$ cat src/rtl/idpage_ctl.sv
module idpage_ctl #(
  parameter logic [2:0] DEV_SEL = 3'b000,
  parameter int PAGE_AW = 6
) (
  input  logic               clk,
  input  logic               rst,
  input  logic               por,
  input  logic               start_i,
  input  logic               stop_i,
  input  logic               byte_vld,
  input  logic [7:0]         byte_dat,
  output logic               ack_vld,
  output logic               ack,
  output logic               wr_en,
  output logic [PAGE_AW-1:0] wr_addr,
  output logic [7:0]         wr_data,
  output logic               locked
);
  localparam int PAGE = 1 << PAGE_AW;
  localparam int CW = PAGE_AW + 1;
  localparam logic [3:0] DEV_TYPE = 4'b1011;
  localparam int MODE_BIT = 2;

  typedef enum logic [2:0] {S_IDLE, S_SEL, S_AH, S_AL, S_DATA, S_IGN, S_FLUSH} st_t;

  st_t st;
  logic mode, lk_seen, pend;
  logic [PAGE_AW-1:0] base, off, idx;
  logic [CW-1:0] cnt;
  logic [7:0] pbuf [PAGE];

  wire sel_ok = byte_dat[7:4] == DEV_TYPE && byte_dat[3:1] == DEV_SEL && !byte_dat[0];
  wire data_ack = !locked && (!mode || !lk_seen);
  wire buf_we = byte_vld && st == S_DATA && !locked && !mode;

  assign wr_en = st == S_FLUSH;
  assign wr_addr = base + idx;
  assign wr_data = pbuf[wr_addr];

  always_ff @(posedge clk)
    if (buf_we) pbuf[off] <= byte_dat;

  always_ff @(posedge clk) begin
    if (por) locked <= 1'b0;
    else if (!rst && stop_i && st == S_DATA && mode && pend) locked <= 1'b1;
  end

  always_ff @(posedge clk) begin
    if (rst || por) begin
      st <= S_IDLE;
      ack_vld <= 1'b0;
      ack <= 1'b0;
      mode <= 1'b0;
      lk_seen <= 1'b0;
      pend <= 1'b0;
      base <= '0;
      off <= '0;
      idx <= '0;
      cnt <= '0;
    end else begin
      ack_vld <= byte_vld;
      ack <= 1'b0;
      if (st == S_FLUSH) begin
        idx <= idx + 1'b1;
        if ({1'b0, idx} == cnt - 1'b1) st <= S_IDLE;
      end else if (start_i) begin
        st <= S_SEL;
        cnt <= '0;
        lk_seen <= 1'b0;
        pend <= 1'b0;
      end else if (stop_i) begin
        if (st == S_DATA && !mode && cnt != '0) begin
          st <= S_FLUSH;
          idx <= '0;
        end else begin
          st <= S_IDLE;
        end
      end else if (byte_vld) begin
        case (st)
          S_SEL: begin
            ack <= sel_ok;
            st <= sel_ok ? S_AH : S_IGN;
          end
          S_AH: begin
            ack <= 1'b1;
            mode <= byte_dat[MODE_BIT];
            st <= S_AL;
          end
          S_AL: begin
            ack <= 1'b1;
            base <= byte_dat[PAGE_AW-1:0];
            off <= byte_dat[PAGE_AW-1:0];
            st <= S_DATA;
          end
          S_DATA: begin
            ack <= data_ack;
            if (!locked && !mode) begin
              off <= off + 1'b1;
              if (cnt != CW'(PAGE)) cnt <= cnt + 1'b1;
            end
            if (!locked && mode && !lk_seen) begin
              lk_seen <= 1'b1;
              pend <= byte_dat[1];
            end
          end
          default: ack <= 1'b0;
        endcase
      end
    end
  end
endmodule


$ cat config.mk
export PLATFORM = sky130hd
export DESIGN_NAME = idpage_ctl
export DESIGN_NICKNAME = d
export VERILOG_FILES = /design/src/rtl/idpage_ctl.sv
export SDC_FILE = /design/constraint.sdc
export NUM_CORES = 1
export LEC_CHECK = 0
export ABC_AREA = 1
export BUFFER_PORTS_ARGS = -buffer_cell sky130_fd_sc_hd__buf_2
export CAP_MARGIN = 30
export CORE_MARGIN = 3
export CORE_UTILIZATION = 27
export CTS_BUF_LIST = sky130_fd_sc_hd__clkbuf_8
export DETAILED_ROUTE_END_ITERATION = 12
export PLACE_DENSITY_LB_ADDON = 0.05
export SETUP_SLACK_MARGIN = 0.2
export SLEW_MARGIN = 20
export SYNTH_ARGS = -nofsm -noshare
export SYNTH_HDL_FRONTEND = slang
export SYNTH_SLANG_ARGS = --single-unit
$ cat constraint.sdc
create_clock -name clk -period 3.1 [get_ports clk]
set_clock_uncertainty 0.1 [all_clocks]
set_input_delay 0.62 -clock clk [delete_from_list [all_inputs] [get_ports clk]]
set_output_delay 0.62 -clock clk [all_outputs]
set_load 0.05 [all_outputs]
## Yosys cells after proc, flatten, opt, wreduce, memory -nomap -nowiden

Memories as Yosys holds them, arrays and structs flattened.
Cells that the tools add are included.

| storage, ports and cells | value |
|---|---|
| flip-flop bits (word level) | 34 |
| bits in writable memories | 512 |
| input bits | 14 |
| output and inout bits | 18 |
| word-level logic and storage cells | 109 |
| memories | 1 |

| cells by class | value |
|---|---|
| add/sub/neg operators | 5 |
| equality and inequality tests | 12 |
| muxes and demuxes | 33 |
| bitwise gates (word level) | 4 |
| reductions and logical operators | 43 |

Memories:

| memory | words | width | read ports | clocked after Yosys merged registers in | wr ports | RTL line | RTL |
|---|---|---|---|---|---|---|---|
| pbuf | 64 | 8 | 1 | 0 | 1 | 30 | `logic [7:0] pbuf [PAGE];` |

Operator list:

| kind | number |
|---|---|
| two-way mux 7 bit | 6 |
| two-way mux 6 bit | 5 |
| two-way mux 3 bit | 7 |
| nonzero test 2 bit | 8 |
| logical AND 1 bit | 15 |
| AND reduction 5 bit | 3 |
| adder 6 x 1 -> 6 bit, second input constant | 2 |
| two-way mux 1 bit | 12 |
| one-hot mux 6 bit (2 select lines) | 1 |
| AND reduction 6 bit | 2 |
| one-hot mux 3 bit (3 select lines) | 1 |
| adder 7 x 1 -> 7 bit, second input constant | 1 |
| equality test 6 x 7 -> 1 bit | 1 |
| inequality test 7 bit, second input constant | 1 |
| nonzero test 7 bit | 1 |
| subtractor 7 x 1 -> 7 bit, second input constant | 1 |
| adder 6 bit | 1 |
| equality test 3 x 2 -> 1 bit, second input constant | 2 |
| equality test 3 bit, second input constant | 2 |
| inequality test 2 x 1 -> 1 bit, second input constant | 3 |
| AND reduction 3 bit | 2 |
| nonzero test 6 bit | 1 |
| zero test 1 bit | 5 |
| OR reduction 5 bit | 1 |
| other kinds (9) | 13 |

## Logic depth before layout (Yosys ltp)

| logic depth | value |
|---|---|
| depth in word-level cells | 9 |
| depth in mapped cells | 16 |
| mapped depth without buffers | 14 |

## Least setup slack after synthesis

OpenSTA, ideal clock, no wires.

| path | value |
|---|---|
| kind | reg-to-output |
| from | register idx[0] |
| to | output wr_data[6] |
| data arrival time | 2.612 ns |
| data required time | 2.380 ns |
| setup slack | -0.232 ns |
| stages on the path, launching flop included | 16 |
| buffers on the path | 3 |
| cell sequence | dfxtp_1 ha_1 inv_1 fa_1 buf_2 inv_2 buf_2 buf_2 o21ai_0 o21ai_1 nand2_1 nand3_1 nand3_1 nand2_1 nand2_1 nand2_1 |

| on the way | value |
|---|---|
| cells in the longest elaborated chain, start to end | 2 |

Ends and longest elaborated chain:

| item | RTL line | RTL |
|---|---|---|
| start, declared | 28 | `logic [PAGE_AW-1:0] base, off, idx;` |
| start signal, assigned | 64 | `idx <= idx + 1'b1;` |
| adder 6 bit | 37 | `assign wr_addr = base + idx;` |
| net wr_addr[1] | 15 | `output logic [PAGE_AW-1:0] wr_addr,` |
| memory (64 x 8 bit) | -- |  |
| end, declared | 16 | `output logic [7:0] wr_data,` |

The timed path passes the listed nets, and every way through them passes these cells.

## Worst setup path in the final report

| path | value |
|---|---|
| from | register idx[0] |
| to | output wr_data[4] |

| on the way | value |
|---|---|
| cells in the longest elaborated chain, start to end | 2 |

Ends and longest elaborated chain:

| item | RTL line |
|---|---|
| adder 6 bit | 37 |
| memory (64 x 8 bit) | -- |

Every way passes these cells.

==> results.ini <==
[place]
io_buffers=31
dp.final_hpwl_mm=50.99
place_congestion=0.8040
place_inst=3362
placed_area_sq_mm=0.02603

[grt]
overflow=0
grt_max_degree=65
antenna_found_initial=3
grt_pass1_vias=17302
grt_pass1_wl_mm=118.1
track_usage_pct=18.01

[drt]
finalWirelength_mm=82.39
dr.first_iter.drc_count=1213
post_drt_wl_per_cell_um=22.89
vias=16909
vias_per_cell=4.697
drt_pre_antenna_iters=7
route.detailed.drc=0
ant_nets=0

[timing]
tightestPinTransition_ns=0.7493
fmax_mhz=234.1
fin_crit_ns=4.272
rsz0062_at_grt=true
postLayoutSetupSlackWorst_ns=-1.172
relSlewSlack_pct=49.90
finalCritPeriodShare_pct=137.8
setup_violations=12
tns_ns=-9.991
finalHoldViolCount=0
drv_slew=0

[setup_path]
worstPathRequired_ns=2.38
path_max_fanout=8
arrival_ns=3.55
crit_path_start_kind=flop
end_kind=primary output
worstSetupPathType=flop to primary output

[layout]
utilization_pct=35.07
fin_cells=3600
fin_area_sq_mm=0.02949
synthToLayoutAreaGrowth_pct=27.97
drive_gt1_share_pct=22.16
final_nets=2404

[synthesis]
synthAdderAreaFrac_pct=0.6298
synth-simple-area-share_pct=17.31
syn_area_sq_mm=0.02304
ys_ff_latch=546
synth_top_family_by_area=simple AND/OR/NAND/NOR gates
syn_area_per_cell_sq_um=10.90
yosysWarningCount=0
synthCells=2115
async_flop_share_pct=0
synth_compound_area_share_pct=8.573
synthDistinctLibCells=34
synthMuxAreaShare_pct=0
synth.net_count=2140
seq_area_frac_synth_pct=69.67
yosys_most_used_dff=edfxtp_1
synth_edf_count=512
synthXorXnorAreaFrac_pct=0.2226

[clock_network]
htreeDepth=3
cts_buffer_depth=3
clockRootBuffer=clkbuf_8
worst_skew_pair.late_latency_ns=0.70
clock_sinks=546
cts_tree=yes
clkTransAtPathRegs_ns=0.06
cts-buffers-inserted=102

[worst_hold_path]
min_path_type=primary input to flop

[power_and_ir_drop]
power.leakage_nw=10.68
power_density_mw_per_mm2=508.8
p_total_mw=15.01
ir_drop_uv=294.3

[floorplan]
ios=32
dieArea_sq_mm=0.08889
core_sq_mm=0.08409
rows=106
die_w_um=298.1
chipHeight_um=298.1
initial_core_util_pct=27.41

[flow_run]
drv_cap=0

[status]
status=complete, but fails checks
violations=setup timing

[logic make-up after synthesis]
| group | after synthesis |
|---|---|
| adder cells (fa/ha/maj) | 11 |
| XOR/XNOR | 5 |
| flip-flops | 546 |
| AND/OR/NAND/NOR | 999 |
| AO/OA/AOI/OAI | 383 |
| buffers and inverters | 171 |
[routing by layer]
layer  routed length, um  vias up  global-route usage (%)
met5                   0        -                       0
met4                1563        0                   4.882
met3                3244       96                   2.478
met2               39190      341                   29.69
met1               38400     8517                   24.88
li1                    -     7955                       -
[cell usage after synthesis (8+ instances only)]
cell type	count	area share [%]
nand2_1	275	4.5
inv_1	53	0.86
o211ai_1	11	0.36
nor3_1	10	0.22
clkbuf_1	41	0.67
a21oi_1	38	0.83
dfxtp_1	34	3.0
o21ai_1	42	0.91
buf_6	18	0.88
buf_2	31	0.67
o21ai_0	275	6.0
nor2_1	549	8.9
nand4_1	12	0.33
edfxtp_1	512	67
o22ai_1	8	0.22
ha_1	10	0.54
buf_1	16	0.26
nand3_1	149	3.2
[path summary, 6_finish.rpt]
check                   start     endpoint  slack [ns]  cells after the start
setup reg to reg        st[0]  pbuf[38][0]        0.53                      8
setup / recovery       idx[0]   wr_data[4]       -1.17                     16
hold / removal    byte_dat[4]      base[4]        0.15                      3
hold reg to reg          pend         pend        0.38                      2
[timing repair]
| item | 4_1_cts | 5_1_grt |
|---|---|---|
| setup endpoints to repair | 13 | 27 |
| cloned | 6 | 9 |
| hold buffers | 1 | 0 |
| pin swaps | 20 | 59 |
| endpoints found under the hold margin | 1 | 0 |
| buffers inserted | 19 | 12 |
| resized for setup | 163 | 106 |
[worst max-delay path, stage by stage (launching register included)]
cell and delay [ns]:
dfxtp_2 0.35, ha_4 0.14, inv_2 0.03, fa_4 0.85, buf_12 0.19, buf_12 0.13
buf_12 0.10, clkbuf_16 0.16, o21ai_4 0.06, o21ai_2 0.15, nand2_1 0.08, nand3_2 0.11
nand3_2 0.10, nand2_1 0.09, nand2_2 0.07, nand2_4 0.09, buf_8 0.15
[cell usage in the layout (no fill, tap or decap), types with 3 or more instances in the layout]
cell and n:
a21oi_1 36, nand4_1 12, clkinv_1 26, nand3_1 107
buf_4 171, o211ai_1 11, inv_1 82, inv_2 4
o21ai_1 80, inv_8 3, edfxtp_1 512, ha_1 8
nor2_1 539, clkbuf_8 106, buf_8 12, buf_12 52
nor2_2 11, nand2_2 42, bufinv_16 3, buf_6 6
o21ai_2 11, inv_6 3, nand3_2 40, dfxtp_1 31
clkinv_2 19, buf_16 8, nand2_4 14, nand2_1 219
clkbuf_16 8, nor3_1 10, o22ai_1 7, a31oi_1 3
o21ai_0 224, dfxtp_2 3, buf_2 11
[registers in the layout, summed over array words and instances (netlist names), 3 cells and up]
signal / cells
pbuf: 512
cnt: 7
off: 6
base: 6
st: 3
idx: 6
[stage by stage]
stage,worst slack [ns],hold WS (ns)
CTS,-1.306,0.08551
detailed placement,-0.8438,0.3661
global placement,-0.8375,0.3695
finish,-1.172,0.1511
global route,-1.298,0.1261
floorplan,0.2157,0.3447
[report_power, final]
group          internal, mW  switching (mW)  leakage (nW)
sequential             8.06         0.00553          4.88
combinational        0.0689           0.267          4.70
clock                  3.43            3.17          1.11
[layout make-up]
class | instances | area [sq um]
Sequential cell | 546 | 16060
Antenna cell | 2 | 5.005
Fill cell | 8502 | 54590
Clock buffer | 106 | 1459
Inverter | 62 | 271.5
Multi-Input combinational cell | 1398 | 6768
Tap cell | 1134 | 1419
Clock inverter | 83 | 451.7
Timing Repair Buffer | 269 | 3058
Power figures use the tool's default switching activity.
